## config.mk

```make
export PLATFORM = sky130hd
export DESIGN_NAME = sdclk_gen
export DESIGN_NICKNAME = d
export VERILOG_FILES = /design/src/rtl/sdclk_pkg.sv /design/src/rtl/sdclk_ctrl_reg.sv /design/src/rtl/sdclk_ratio_dec.sv /design/src/rtl/sdclk_fsm.sv /design/src/rtl/sdclk_gen.sv
export SDC_FILE = /design/constraint.sdc
export NUM_CORES = 1
export LEC_CHECK = 0
export BUFFER_PORTS_ARGS = -buffer_cell sky130_fd_sc_hd__buf_2
export CAP_MARGIN = 5
export CORE_ASPECT_RATIO = 0.75
export CORE_MARGIN = 2
export CORE_UTILIZATION = 35
export DETAILED_ROUTE_END_ITERATION = 6
export SLEW_MARGIN = 20
export SYNTH_ARGS = -nofsm -noshare
export SYNTH_HDL_FRONTEND = slang
export SYNTH_SLANG_ARGS = --single-unit
```

## constraint.sdc

```tcl
create_clock -name clk -period 3.7 [get_ports clk]
set_clock_uncertainty 0.05 [all_clocks]
set_input_delay 0.74 -clock clk [delete_from_list [all_inputs] [get_ports clk]]
set_output_delay 0.74 -clock clk [all_outputs]
set_load 0.05 [all_outputs]
```

## src/rtl/sdclk_pkg.sv

```systemverilog
package sdclk_pkg;
    localparam int CTRL_W      = 32;
    localparam int FIELD_W     = 8;
    localparam int SHIFT_W     = 4;
    localparam int BIT_EN      = 8;
    localparam int BIT_AUTO    = 9;
    localparam int BIT_PASS    = 10;
    localparam int BIT_X1024   = 16;

    typedef enum logic [2:0] {
        IDLE_OFF = 3'd0,
        PH_LOW   = 3'd1,
        PH_HIGH  = 3'd2,
        PARKED   = 3'd3,
        PASS     = 3'd4
    } clk_state_t;
endpackage

```

## src/rtl/sdclk_ctrl_reg.sv

```systemverilog
module sdclk_ctrl_reg
    import sdclk_pkg::*;
#(
    parameter bit EXTENDED = 1'b1
) (
    input  logic              clk,
    input  logic              rst_n,
    input  logic              wr_en,
    input  logic [CTRL_W-1:0] wr_data,
    output logic [CTRL_W-1:0] ctrl_q
);
    localparam logic [CTRL_W-1:0] BASE_MASK =
        (CTRL_W'(1) << BIT_EN) | (CTRL_W'(1) << BIT_AUTO) |
        (CTRL_W'(1) << BIT_PASS) | CTRL_W'((1 << FIELD_W) - 1);
    localparam logic [CTRL_W-1:0] KEEP_MASK =
        EXTENDED ? (BASE_MASK | (CTRL_W'(1) << BIT_X1024)) : BASE_MASK;

    always_ff @(posedge clk or negedge rst_n) begin
        if (!rst_n) begin
            ctrl_q <= '0;
        end else if (wr_en) begin
            ctrl_q <= wr_data & KEEP_MASK;
        end
    end

    // no write, no change
    a_r2_hold_without_write: assert property (@(posedge clk) disable iff (!rst_n)
        !wr_en |=> $stable(ctrl_q));
endmodule

```

## src/rtl/sdclk_ratio_dec.sv

```systemverilog
module sdclk_ratio_dec
    import sdclk_pkg::*;
#(
    parameter bit EXTENDED = 1'b1
) (
    input  logic [CTRL_W-1:0]  ctrl,
    output logic [SHIFT_W-1:0] shift,
    output logic               pass_sel
);
    logic [SHIFT_W-1:0] field_shift;
    logic               field_any;

    always_comb begin
        field_shift = '0;
        field_any   = 1'b0;
        for (int i = 0; i < FIELD_W; i++) begin
            if (ctrl[i]) begin
                field_shift = SHIFT_W'(i + 2);
                field_any   = 1'b1;
            end
        end
    end

    always_comb begin
        pass_sel = 1'b0;
        if (EXTENDED && ctrl[BIT_X1024]) begin
            shift = SHIFT_W'(FIELD_W + 2);
        end else if (field_any) begin
            shift = field_shift;
        end else if (ctrl[BIT_PASS]) begin
            shift    = '0;
            pass_sel = 1'b1;
        end else begin
            shift = SHIFT_W'(1);
        end
    end
endmodule

```

## src/rtl/sdclk_fsm.sv

```systemverilog
module sdclk_fsm
    import sdclk_pkg::*;
#(
    parameter int CNT_W = 9
) (
    input  logic               clk,
    input  logic               rst_n,
    input  logic               en,
    input  logic               auto_stop,
    input  logic               busy,
    input  logic [SHIFT_W-1:0] shift_in,
    input  logic               pass_in,
    output logic               card_clk
);
    clk_state_t          st_q, st_d;
    logic [CNT_W-1:0]    cnt_q;
    logic [SHIFT_W-1:0]  act_shift_q;
    logic                act_pass_q;
    logic                clk_q;
    logic                gate_q;
    logic                park_req;
    logic [CNT_W:0]      load_half;
    logic [CNT_W:0]      act_half;
    logic                load_phase;

    function automatic logic [CNT_W:0] half_of(input logic [SHIFT_W-1:0] s);
        if (s == '0) return (CNT_W+1)'(1);
        return (CNT_W+1)'(1) << (s - SHIFT_W'(1));
    endfunction

    assign park_req   = auto_stop && !busy;
    assign act_half   = half_of(act_shift_q);
    assign load_half  = (st_q == IDLE_OFF) ? half_of(shift_in) : act_half;
    assign load_phase = ((st_d == PH_LOW) || (st_d == PH_HIGH)) && (st_d != st_q);

    // next-state logic
    always_comb begin
        st_d = st_q;
        unique case (st_q)
            IDLE_OFF: if (en) st_d = park_req ? PARKED : (pass_in ? PASS : PH_LOW);
            PH_LOW: begin
                if (cnt_q == '0) begin
                    if (!en)           st_d = IDLE_OFF;
                    else if (park_req) st_d = PARKED;
                    else               st_d = PH_HIGH;
                end
            end
            PH_HIGH:  if (cnt_q == '0) st_d = en ? PH_LOW : IDLE_OFF;
            PARKED: begin
                if (!en)            st_d = IDLE_OFF;
                else if (!park_req) st_d = act_pass_q ? PASS : PH_LOW;
            end
            PASS: begin
                if (!en)           st_d = IDLE_OFF;
                else if (park_req) st_d = PARKED;
            end
            default: st_d = IDLE_OFF;
        endcase
    end

    // state register
    always_ff @(posedge clk or negedge rst_n) begin
        if (!rst_n) st_q <= IDLE_OFF;
        else        st_q <= st_d;
    end

    // outputs, counter and latched ratio
    always_ff @(posedge clk or negedge rst_n) begin
        if (!rst_n) begin
            cnt_q       <= '0;
            clk_q       <= 1'b0;
            act_shift_q <= SHIFT_W'(1);
            act_pass_q  <= 1'b0;
        end else begin
            if (st_q == IDLE_OFF) begin
                act_shift_q <= shift_in;
                act_pass_q  <= pass_in;
            end
            if (load_phase)          cnt_q <= CNT_W'(load_half - (CNT_W+1)'(1));
            else if (cnt_q != '0)    cnt_q <= cnt_q - CNT_W'(1);
            clk_q <= (st_d == PH_HIGH);
        end
    end

    // pass-through gate changes only while the host clock is low
    always_ff @(negedge clk or negedge rst_n) begin
        if (!rst_n) gate_q <= 1'b0;
        else        gate_q <= (st_q == PASS);
    end

    assign card_clk = clk_q | (clk & gate_q);

    // checker state: length of the current high run of the divided output
    logic [CNT_W+1:0] hi_run;
    always_ff @(posedge clk or negedge rst_n) begin
        if (!rst_n)     hi_run <= '0;
        else if (clk_q) hi_run <= hi_run + 1'b1;
        else            hi_run <= '0;
    end

    // every high phase is full length, including the last one
    a_r3_full_high_phase: assert property (@(posedge clk) disable iff (!rst_n)
        $fell(clk_q) |-> (hi_run == (CNT_W+2)'(act_half)));
    // a rise needs the enable
    a_r8_rise_needs_enable: assert property (@(posedge clk) disable iff (!rst_n)
        $rose(clk_q) |-> $past(en));
    // no rise while an automatic stop is requested
    a_r11_no_rise_when_parked: assert property (@(posedge clk) disable iff (!rst_n)
        $rose(clk_q) |-> ($past(busy) || !$past(auto_stop)));
    // the running ratio only changes while gated off
    a_r10_ratio_held: assert property (@(posedge clk) disable iff (!rst_n)
        (st_q != IDLE_OFF) |=> $stable(act_shift_q));
    // divided path is silent while the host clock is passed through
    a_r5_pass_exclusive: assert property (@(posedge clk) disable iff (!rst_n)
        gate_q |-> !clk_q);
endmodule

```

## src/rtl/sdclk_gen.sv

```systemverilog
module sdclk_gen
    import sdclk_pkg::*;
#(
    parameter bit EXTENDED = 1'b1
) (
    input  logic        clk,
    input  logic        rst_n,
    input  logic        wr_en,
    input  logic [31:0] wr_data,
    output logic [31:0] rd_data,
    input  logic        busy,
    output logic        card_clk
);
    localparam int MAX_SHIFT = EXTENDED ? FIELD_W + 2 : FIELD_W + 1;
    localparam int CNT_W     = MAX_SHIFT - 1;

    logic [CTRL_W-1:0]  ctrl_q;
    logic [SHIFT_W-1:0] shift;
    logic               pass_sel;

    sdclk_ctrl_reg #(.EXTENDED(EXTENDED)) u_reg (
        .clk     (clk),
        .rst_n   (rst_n),
        .wr_en   (wr_en),
        .wr_data (wr_data),
        .ctrl_q  (ctrl_q)
    );

    sdclk_ratio_dec #(.EXTENDED(EXTENDED)) u_dec (
        .ctrl     (ctrl_q),
        .shift    (shift),
        .pass_sel (pass_sel)
    );

    sdclk_fsm #(.CNT_W(CNT_W)) u_fsm (
        .clk       (clk),
        .rst_n     (rst_n),
        .en        (ctrl_q[BIT_EN]),
        .auto_stop (ctrl_q[BIT_AUTO]),
        .busy      (busy),
        .shift_in  (shift),
        .pass_in   (pass_sel),
        .card_clk  (card_clk)
    );

    assign rd_data = ctrl_q;

    // the decoded ratio never exceeds the variant's largest ratio
    a_r7_ratio_bounded: assert property (@(posedge clk) disable iff (!rst_n)
        int'(shift) <= MAX_SHIFT);
endmodule

```

# Word-level counts from Yosys, hierarchy flattened
# Index checks and enable logic that the tools add are counted.
[totals] register_bits=31 out_inout_bits=33 elab_cells=77
[classes] n_addsub=4 n_eq_ne=7 shifts=2 mux=45 n_bitwise=2 n_reduce_logical=10
[ops] operator="9-bit 2-to-1 mux" n=7
[ops] operator="4-bit 2-to-1 mux" n=9
[ops] operator="3-bit 2-to-1 mux" n=11
[ops] operator="1-bit by 4-bit << shifter with 9-bit output, first input constant" n=2
[ops] operator="9-bit by 1-bit subtractor with 9-bit output, second input constant" n=2
[ops] operator="1-bit 2-to-1 mux" n=16
[ops] operator="3-bit case mux with 5 select lines" n=1
[ops] operator="3-bit by 2-bit == test with 1-bit output, second input constant" n=3
[ops] operator="9-bit logical NOT" n=1
[ops] operator="9-bit nonzero test" n=1
[ops] operator="4-bit logical NOT" n=2
[ops] operator="4-bit by 1-bit subtractor with 4-bit output, second input constant" n=2
[ops] operator="3-bit by 1-bit == test with 1-bit output, second input constant" n=2
[ops] operator="3-bit == test, second input constant" n=1
[ops] operator="3-bit logical NOT" n=1
[ops] operator="3-bit != test" n=1
[ops] operator="1-bit logical AND" n=2
[ops] operator="2-bit 2-to-1 mux" n=1
[ops] operator="2-bit nonzero test" n=1
[ops] operator="1-bit AND" n=1
[ops] operator="1-bit logical NOT" n=1
[ops] operator="1-bit logical OR" n=1
[ops] operator="1-bit bitwise OR" n=1

# Longest topological paths before layout
# Gate-level depths: netlist of the first run.
[depth] depth_word=18 mapped_depth=15

# Modules after synthesis
# A second synthesis of the first run with hierarchy kept.
[hier_totals] cells_unflattened=221 hier_area_um2=2137.0
[modules_own_cells] mod="sdclk_fsm" instances=1 cells_per_inst=158 area_per_inst_um2=1390.1
[modules_own_cells] mod="sdclk_ctrl_reg" instances=1 cells_per_inst=46 area_per_inst_um2=638.1
[modules_own_cells] mod="sdclk_ratio_dec" instances=1 cells_per_inst=17 area_per_inst_um2=108.9

==> results.json, run 1 <==
{
  "clock_latency_ns": 0.39,
  "tightestPinTransition_ns": 0.6264,
  "rsz0062_at_grt": "yes",
  "cts_hold_buf": 0,
  "grt_usage_pct": 15.49,
  "path_clk_slew_ns": 0.07,
  "synth.distinct_cells": 57,
  "crit_path_max_fanout": 1,
  "chipHeight_um": 73.39,
  "fill_cells": 652,
  "path_delay_family": "flip-flops",
  "diodes": 0,
  "p_sw_uw": 772.1,
  "crit_start": "u_fsm.gate_q",
  "core.rowCount": 25,
  "arrival_ns": 2.96,
  "synth_top_area_cell": "dfrtp_1",
  "seqPwrFrac_pct": 32.4,
  "synthAdderAreaFrac_pct": 1.670,
  "setup_viol_count_final": 1,
  "ir_drop_v": 0.0002603,
  "synth_area_leaders": "dfrtp_1 (32%), buf_4 (7.3%), mux2_2 (5.5%)",
  "rr_startpoint": "u_fsm.cnt_q[4]",
  "drive_gt1_share_pct": 25.17,
  "max_stage_delay_ns": 0.41,
  "coreArea_um2": 6256,
  "hold_violations": 0,
  "ys_seq_area_share_pct": 34.58,
  "start_kind": "flop",
  "place_ws_ns": 0.04619,
  "dr.pass1.iters": 4,
  "p_leak_uw": 0.001184,
  "final_antenna_net_count": 0,
  "num_vias": 1856,
  "wire_per_inst_um": 13.59,
  "dieWidth_um": 96.53,
  "layout_common_cells": "dfrtp_1 (29), buf_2 (27), nand2_1 (22), nor2_1 (20), conb_1 (20)",
  "p_clk_share_pct": 20.2,
  "fin_nets": 324,
  "antenna_found_initial": 0,
  "cp-end-kind": "output port",
  "dp_cells": 354,
  "crit_chain": "a21o_1, buf_6",
  "powerDensity_nw_per_um2": 696.7,
  "async_flop_share_pct": 100.0,
  "top_level_ports": 69,
  "synth_compound_area_share_pct": 16.43,
  "drt-vias-per-instance": 5.057,
  "final_common_cell": "dfrtp_1",
  "portBuffers": 28,
  "avgSynthCellArea_um2": 8.917,
  "internal_power_uw": 1010,
  "cpMaxStageDelayCell": "dfrtn_1",
  "yosys.area.top_type_share_pct": 32.29,
  "synth_xor_area_share_pct": 2.339,
  "muxShareOfSynthArea_pct": 8.630,
  "failed_checks": "negative setup slack",
  "grt_pass1_vias": 1770,
  "syn_inst": 252,
  "drtIter0Drc": 155,
  "relSlewSlack_pct": 57.88,
  "synth_seq_cells": 31,
  "min_path_type": "primary input to asynchronous set/reset pin",
  "synth-simple-area-share_pct": 25.06,
  "worst-path-buf-inv": 1,
  "grt_pass1_wl_um": 8349,
  "switching_share_pct": 43.31,
  "grt_overflow": 0,
  "outcome": "finished, violations left",
  "area.growth.synth_to_final_pct": 13.86,
  "die_area_um2": 7084,
  "setup_ws_ns": -0.05223,
  "maxSlewViolCount": 0,
  "worstPathRequired_ns": 2.91,
  "place.gp.congestion": 0.8923,
  "grt_max_degree": 31,
  "ys_warn_count": 0,
  "cts_tree": "done",
  "wl_um": 4986,
  "synth_area_um2": 2247,
  "power.share.combinational_pct": 47.4,
  "maxCapViolCount": 0,
  "crit_type": "flop to output port",
  "drcViolationCount": 0,
  "synth_edf_count": 0,
  "final_cells": 367,
  "synth_top_family_by_area": "simple AND/OR/NAND/NOR gates",
  "start_util_pct": 35.92,
  "ys.flop_type": "dfrtp_1",
  "dp_hpwl_um": 3686
}
## state kept, by name (all words and copies together) (netlist names)
signal	cells
u_fsm.clk_q	1
u_fsm.cnt_q	9
u_fsm.st_q	3
u_fsm.act_shift_q	4
u_fsm.act_pass_q	1
u_fsm.gate_q	1
u_reg.ctrl_q	12
## power groups by stage
stage               clock, uW  sequential, uW  combinational [uW]
global route              393             597                 955
global placement         3.51             576                 822
detailed placement       3.51             583                 834
CTS                       371             577                 838
floorplan                3.00             567                 686
finish                    360             578                 844
## cells by family after synthesis
family,after synthesis
and+or+nand+nor,96
AOI/OAI and AO/OA,54
buffers and inverters,43
DFF,31
muxes,18
xor gates and xnor gates,6
adders and majority gates,3
other,1
## path summary, 6_finish.rpt
check | slack, ns | cells after the start | end
hold reg to reg | 0.49 | 2 | u_fsm.act_pass_q
setup reg to reg | 0.32 | 11 | u_fsm.cnt_q[4]
min in group clk | 0.49 | 2 | u_fsm.act_pass_q
max in group asynchronous | 1.67 | 1 | u_fsm.gate_q
setup / recovery | -0.05 | 2 | card_clk
hold / removal | 0.34 | 2 | u_reg.ctrl_q[4]
## synthesized netlist by cell type (all sizes together), types with 2 or more instances
library cell	count
a21o	3
a21oi	12
a31oi	4
and3	5
buf	27
clkbuf	6
dfrtp	29
ha	3
inv	10
mux2	11
mux2i	7
nand2	22
nand2b	2
nand3	6
nand3b	4
nand4	3
nor2	20
nor3	12
nor4	9
o211ai	3
o21a	3
o21ai	15
o31a	2
o31ai	5
or3	2
or4	2
xnor2	3
xor2	3
## worst reg2reg max path: cells and delay by family, from the launching register on
| family | cells | cell delay [ns] |
|---|---|---|
| and+or+nand+nor | 5 | 1.63 |
| AOI/OAI and AO/OA | 1 | 0.23 |
| adders and majority gates | 1 | 0.22 |
| DFF | 1 | 0.46 |
| buffers and inverters | 1 | 0.10 |
| xor gates and xnor gates | 1 | 0.21 |
| muxes | 2 | 0.35 |
## timing repair
| action | in CTS | in global routing |
|---|---|---|
| setup buffers | 0 | 2 |
| resized for setup | 2 | 2 |
| pin swaps | 0 | 1 |
| setup endpoints to repair | 1 | 4 |
## routing by layer
layer | GRT usage, % | part of all wire, % | wire, um
met1 | 22.44 | 49 | 2466
met2 | 20.37 | 42 | 2093
met3 | 6.769 | 8.2 | 407
met4 | 5.164 | 0.38 | 19
met5 | 0 | 0 | 0
## area by class of cell
class                      count  area, um^2  area share, %
clock buffer                  11       138.9          5.428
clock inverter                 1       5.005         0.1956
inverter                      10       37.54          1.467
multi-input combinational    197        1296          50.66
sequential                    31       777.0          30.37
tap                           81       101.3          3.961
timing repair buffer          36       202.7          7.922
## stage by stage
step	total power [uW]	hold WS (ns)	setup TNS [ns]	instance area (um^2)	utilization, %
6_report	1783	0.3378	-0.05223	2559	40.90
5_1_grt	1944	0.3733	-0.1431	2559	40.90
4_1_cts	1786	0.3530	-0.07983	2539	40.58
3_5_place_dp	1420	0.4746	0	2400	38.36
3_3_place_gp	1401	0.4727	0	2400	38.36
2_1_floorplan	1256	0.3944	0	2318	-
(Power assumes the default switching activity.)
==> inputs of run 2 (changes only) <==
CTS_BUF_LIST = sky130_fd_sc_hd__clkbuf_8   (was default)
==> run 2 against run 1 <==
Compared with the run above:
- first-iteration DRC count shrank 1.3%
- die area unchanged
- design area unchanged
- sequential share of layout area is the same
- worst hold slack worse by 0.00056 ns
- the run still ends with negative setup slack left
- non-clock buffer count unchanged
- clock power is essentially flat
- final cell count unchanged
- critical path type unchanged
==> results.json, run 2 (same netlist as run 1, synthesis figures left out) <==
{
  "outcome": "finished, violations left",
  "failed_checks": "negative setup slack",
  "place.gp.congestion": 0.8923,
  "largest_reg_flops": 12,
  "cts_tree": "done",
  "rr_startpoint": "u_fsm.cnt_q[4]",
  "fill_cells": 652,
  "dr.pass1.iters": 4,
  "clock_latency_ns": 0.39,
  "wl_um": 4980,
  "grt_pass1_wl_um": 8349,
  "cts_hold_buf": 0,
  "cp-end-kind": "output port",
  "fin_nets": 324,
  "utilization_pct": 40.90,
  "worstPathRequired_ns": 2.91,
  "multi_input_area_um2": 1296,
  "top_level_ports": 69,
  "rrSetupSlack_ns": 0.32,
  "endpoint": "card_clk",
  "maxCapViolCount": 0,
  "crit_path_max_fanout": 1,
  "setup_ws_ns": -0.05201,
  "fin_setup_tns_ns": -0.05201,
  "min_path_type": "primary input to asynchronous set/reset pin",
  "die_area_um2": 7084,
  "worstRegToRegCells": 11,
  "drtIter0Drc": 153,
  "rsz0062_at_grt": "yes",
  "grt_max_degree": 31,
  "dp_hpwl_um": 3686,
  "hold_violations": 0,
  "reg2reg_to": "u_fsm.cnt_q[4]",
  "path_clk_slew_ns": 0.07,
  "grt_usage_pct": 15.49,
  "dieWidth_um": 96.53,
  "crit_start": "u_fsm.gate_q",
  "start_util_pct": 35.92,
  "tightestPinTransition_ns": 0.6264,
  "area.growth.synth_to_final_pct": 13.86,
  "final_antenna_net_count": 0,
  "core.rowCount": 25,
  "drcViolationCount": 0,
  "crit_type": "flop to output port",
  "layout_common_cells": "dfrtp_1 (29), buf_2 (27), nand2_1 (22), nor2_1 (20), conb_1 (20)",
  "grt_overflow": 0,
  "drive_gt1_share_pct": 25.17,
  "num_vias": 1848,
  "p_leak_uw": 0.001188,
  "diodes": 0,
  "powerDensity_nw_per_um2": 695.6,
  "portBuffers": 28,
  "setup_viol_count_final": 1,
  "top_register": "u_reg.ctrl_q",
  "maxSlewViolCount": 0,
  "wire_per_inst_um": 13.57,
  "relSlewSlack_pct": 57.88,
  "arrival_ns": 2.96,
  "coreArea_um2": 6256,
  "antenna_found_initial": 0,
  "ir_drop_v": 0.0002603,
  "top_regs": "u_reg.ctrl_q: 12 flops, u_fsm.cnt_q: 9 flops, u_fsm.act_shift_q: 4 flops",
  "start_kind": "flop",
  "drt-vias-per-instance": 5.035,
  "final_common_cell": "dfrtp_1",
  "grt_pass1_vias": 1770,
  "chipHeight_um": 73.39,
  "seqCellArea_um2": 777.0,
  "place_ws_ns": 0.04619
}
[run 2: layer usage]
layer	track usage (%)	routed length, um	up-vias
met5	0	0	-
met4	5.164	19	0
met3	6.769	395	3
met2	20.37	2087	67
met1	22.44	2478	839
li1	-	-	939
[run 2: how the worst min path moves through the flow]
stage                           startpoint  slack (ns)                to  cells past startpoint
after detailed placement  u_fsm.act_pass_q        0.47  u_fsm.act_pass_q                      2
after floorplan                      rst_n        0.39  u_fsm.act_pass_q                      0
after global placement    u_fsm.act_pass_q        0.47  u_fsm.act_pass_q                      2
final                                rst_n        0.34   u_reg.ctrl_q[4]                      2
after global routing                 rst_n        0.37   u_reg.ctrl_q[4]                      2
after CTS                            rst_n        0.35   u_reg.ctrl_q[4]                      2
[run 2: layout make-up]
type / count / share of cell area (%)
multi-input cells: 197 / 50.66
flip-flops and latches: 31 / 30.37
repair buffers: 36 / 7.922
clock buffers: 10 / 5.281
well taps: 81 / 3.961
inverters: 10 / 1.467
clock inverters: 2 / 0.3423
[run 2: critical path, cell delays in order (launching register included)]
cell	delay (ns)
dfrtn_1	0.41
a21o_1	0.14
buf_6	0.16
[run 2: stage by stage]
stage               hold WS, ns  total power (uW)  std cells  cell area, um^2
floorplan                0.3944              1256        271             2318
global placement         0.4727              1401        354             2400
detailed placement       0.4746              1420        354             2400
global route             0.3728              1941        367             2559
CTS                      0.3526              1784        365             2539
finish                   0.3372              1780        367             2559
[run 2: power breakdown]
part | internal, uW | total, uW | switching, uW
Sequential | 439 | 578 | 139
Combinational | 351 | 844 | 492
Clock | 217 | 358 | 141
[run 2: what timing repair did]
| item | in CTS | in global routing |
|---|---|---|
| pin swaps | 0 | 1 |
| gates resized for setup | 2 | 2 |
| buffers inserted | 0 | 2 |
| endpoints found under the setup margin | 1 | 4 |
| gates cloned | 0 | 0 |
==> inputs of run 3 (changes only) <==
CORE_UTILIZATION = 40   (was 35)
clock period = 4.23 ns   (was 3.7 ns; I/O delays follow)
==> run 3 against run 2 <==
Compared with the run above:
- the flow now finishes without violations
- via count is 0.65% lower
- critical path depth stayed put
- count of clock-buffer cells in the layout stayed put
- die area is 12% lower
- critical path type unchanged
- highest routed layer unchanged
==> results.json, run 3 (same netlist as run 1, synthesis figures left out) <==
{
  "ir_drop_v": 0.0002118,
  "grt_pass1_vias": 1725,
  "post_cts_buffers": 0,
  "outcome": "completed",
  "rsz0062_at_grt": "no",
  "grt_overflow": 0,
  "final_cells": 356,
  "path_clk_slew_ns": 0.07,
  "maxSlewViolCount": 0,
  "clock_latency_ns": 0.39,
  "cts_tree": "done",
  "top_regs": "u_reg.ctrl_q: 12 flops, u_fsm.cnt_q: 9 flops, u_fsm.act_shift_q: 4 flops",
  "cp-end-kind": "output port",
  "rr_startpoint": "u_reg.ctrl_q[3]",
  "area.growth.synth_to_final_pct": 12.53,
  "max_stage_delay_ns": 0.39,
  "maxCapViolCount": 0,
  "p_total_uw": 1605,
  "worstPathRequired_ns": 3.33,
  "crit_path_max_fanout": 1,
  "fin_nets": 319,
  "dp_cells": 345,
  "portBuffers": 28,
  "powerDensity_nw_per_um2": 634.6,
  "drtIter0Drc": 146,
  "seqCellArea_um2": 777.0,
  "dp_hpwl_um": 3574,
  "start_util_pct": 41.76,
  "coreArea_um2": 5381,
  "p_leak_uw": 0.001171,
  "chipHeight_um": 68.91,
  "die_area_um2": 6239,
  "tightestPinTransition_ns": 0.6554,
  "core.rowCount": 23,
  "path_delay_family": "flip-flops",
  "dr.pass1.iters": 4,
  "worst-path-buf-inv": 1,
  "ctsResizeCount": 0,
  "antenna_found_initial": 0,
  "layout_common_cells": "dfrtp_1 (29), buf_2 (28), nand2_1 (22), nor2_1 (20), conb_1 (20)",
  "crit_type": "flop to output port",
  "fin_setup_tns_ns": 0,
  "start_kind": "flop",
  "diodes": 0,
  "drt-vias-per-instance": 5.157,
  "top_level_ports": 69,
  "drcViolationCount": 0,
  "final_antenna_net_count": 0,
  "largest_reg_flops": 12,
  "place.gp.congestion": 0.8501,
  "final_common_cell": "dfrtp_1",
  "crit_start": "u_fsm.gate_q",
  "num_vias": 1836,
  "fill_cells": 560,
  "arrival_ns": 3.26,
  "grt_max_degree": 31,
  "hold_violations": 0,
  "wire_per_inst_um": 13.51,
  "dieWidth_um": 90.55,
  "grt_pass1_wl_um": 8459,
  "cts_hold_buf": 0,
  "crit_chain": "a21o_1, buf_2",
  "multi_input_area_um2": 1291,
  "wl_um": 4811,
  "min_path_type": "primary input to asynchronous set/reset pin",
  "relSlewSlack_pct": 55.93,
  "setup_viol_count_final": 0,
  "grt_usage_pct": 17.61,
  "holdWs_ns": 0.4663,
  "cpMaxStageDelayCell": "dfrtn_1",
  "drive_gt1_share_pct": 23.84,
  "top_register": "u_reg.ctrl_q"
}
-- run 3: cell types whose count changed in the layout (fill, tap and decap cells not counted), sizes merged --
cell,change
buf,-5
bufinv,+1
inv,-1
-- run 3: where the power goes --
part	total (uW)	internal, uW	switching (uW)
clock	384	251	132
combinational	707	294	414
sequential	514	384	130
-- run 3: per-stage QoR --
step,util (%),setup WS (ns),instance area [um^2]
3_5_place_dp,44.04,0.3646,2370
4_1_cts,46.99,0.05849,2529
2_1_floorplan,-,0.4812,2318
6_report,46.99,0.07724,2529
5_1_grt,46.99,0.03417,2529
3_3_place_gp,44.04,0.3931,2370
-- run 3: cell type report --
class | instances | area share [%]
sequential | 31 | 30.73
tap | 75 | 3.711
clock buffer | 10 | 5.096
inverter | 10 | 1.484
clock inverter | 2 | 1.385
multi-input combinational | 197 | 51.06
timing repair buffer | 31 | 6.531
-- run 3: final timing paths --
kind / endpoint / slack (ns) / depth (start not counted)
min in group clk: u_reg.ctrl_q[0] / 0.48 / 1
worst max register to register: u_fsm.cnt_q[4] / 0.71 / 12
worst min-delay path: u_fsm.act_shift_q[2] / 0.47 / 2
max in group asynchronous: u_fsm.gate_q / 1.82 / 1
worst min register to register: u_reg.ctrl_q[0] / 0.48 / 1
worst max-delay path: card_clk / 0.08 / 2
-- run 3: metal layers --
| layer | up-vias | routed length, um | track usage [%] | share of wire [%] |
|---|---|---|---|---|
| li1 | 920 | - | - | - |
| met1 | 857 | 2451 | 24.41 | 51 |
| met2 | 53 | 2050 | 26.31 | 43 |
| met3 | 6 | 265 | 5.217 | 5.5 |
| met4 | 0 | 44 | 6.346 | 0.91 |
| met5 | - | 0 | 0 | 0 |
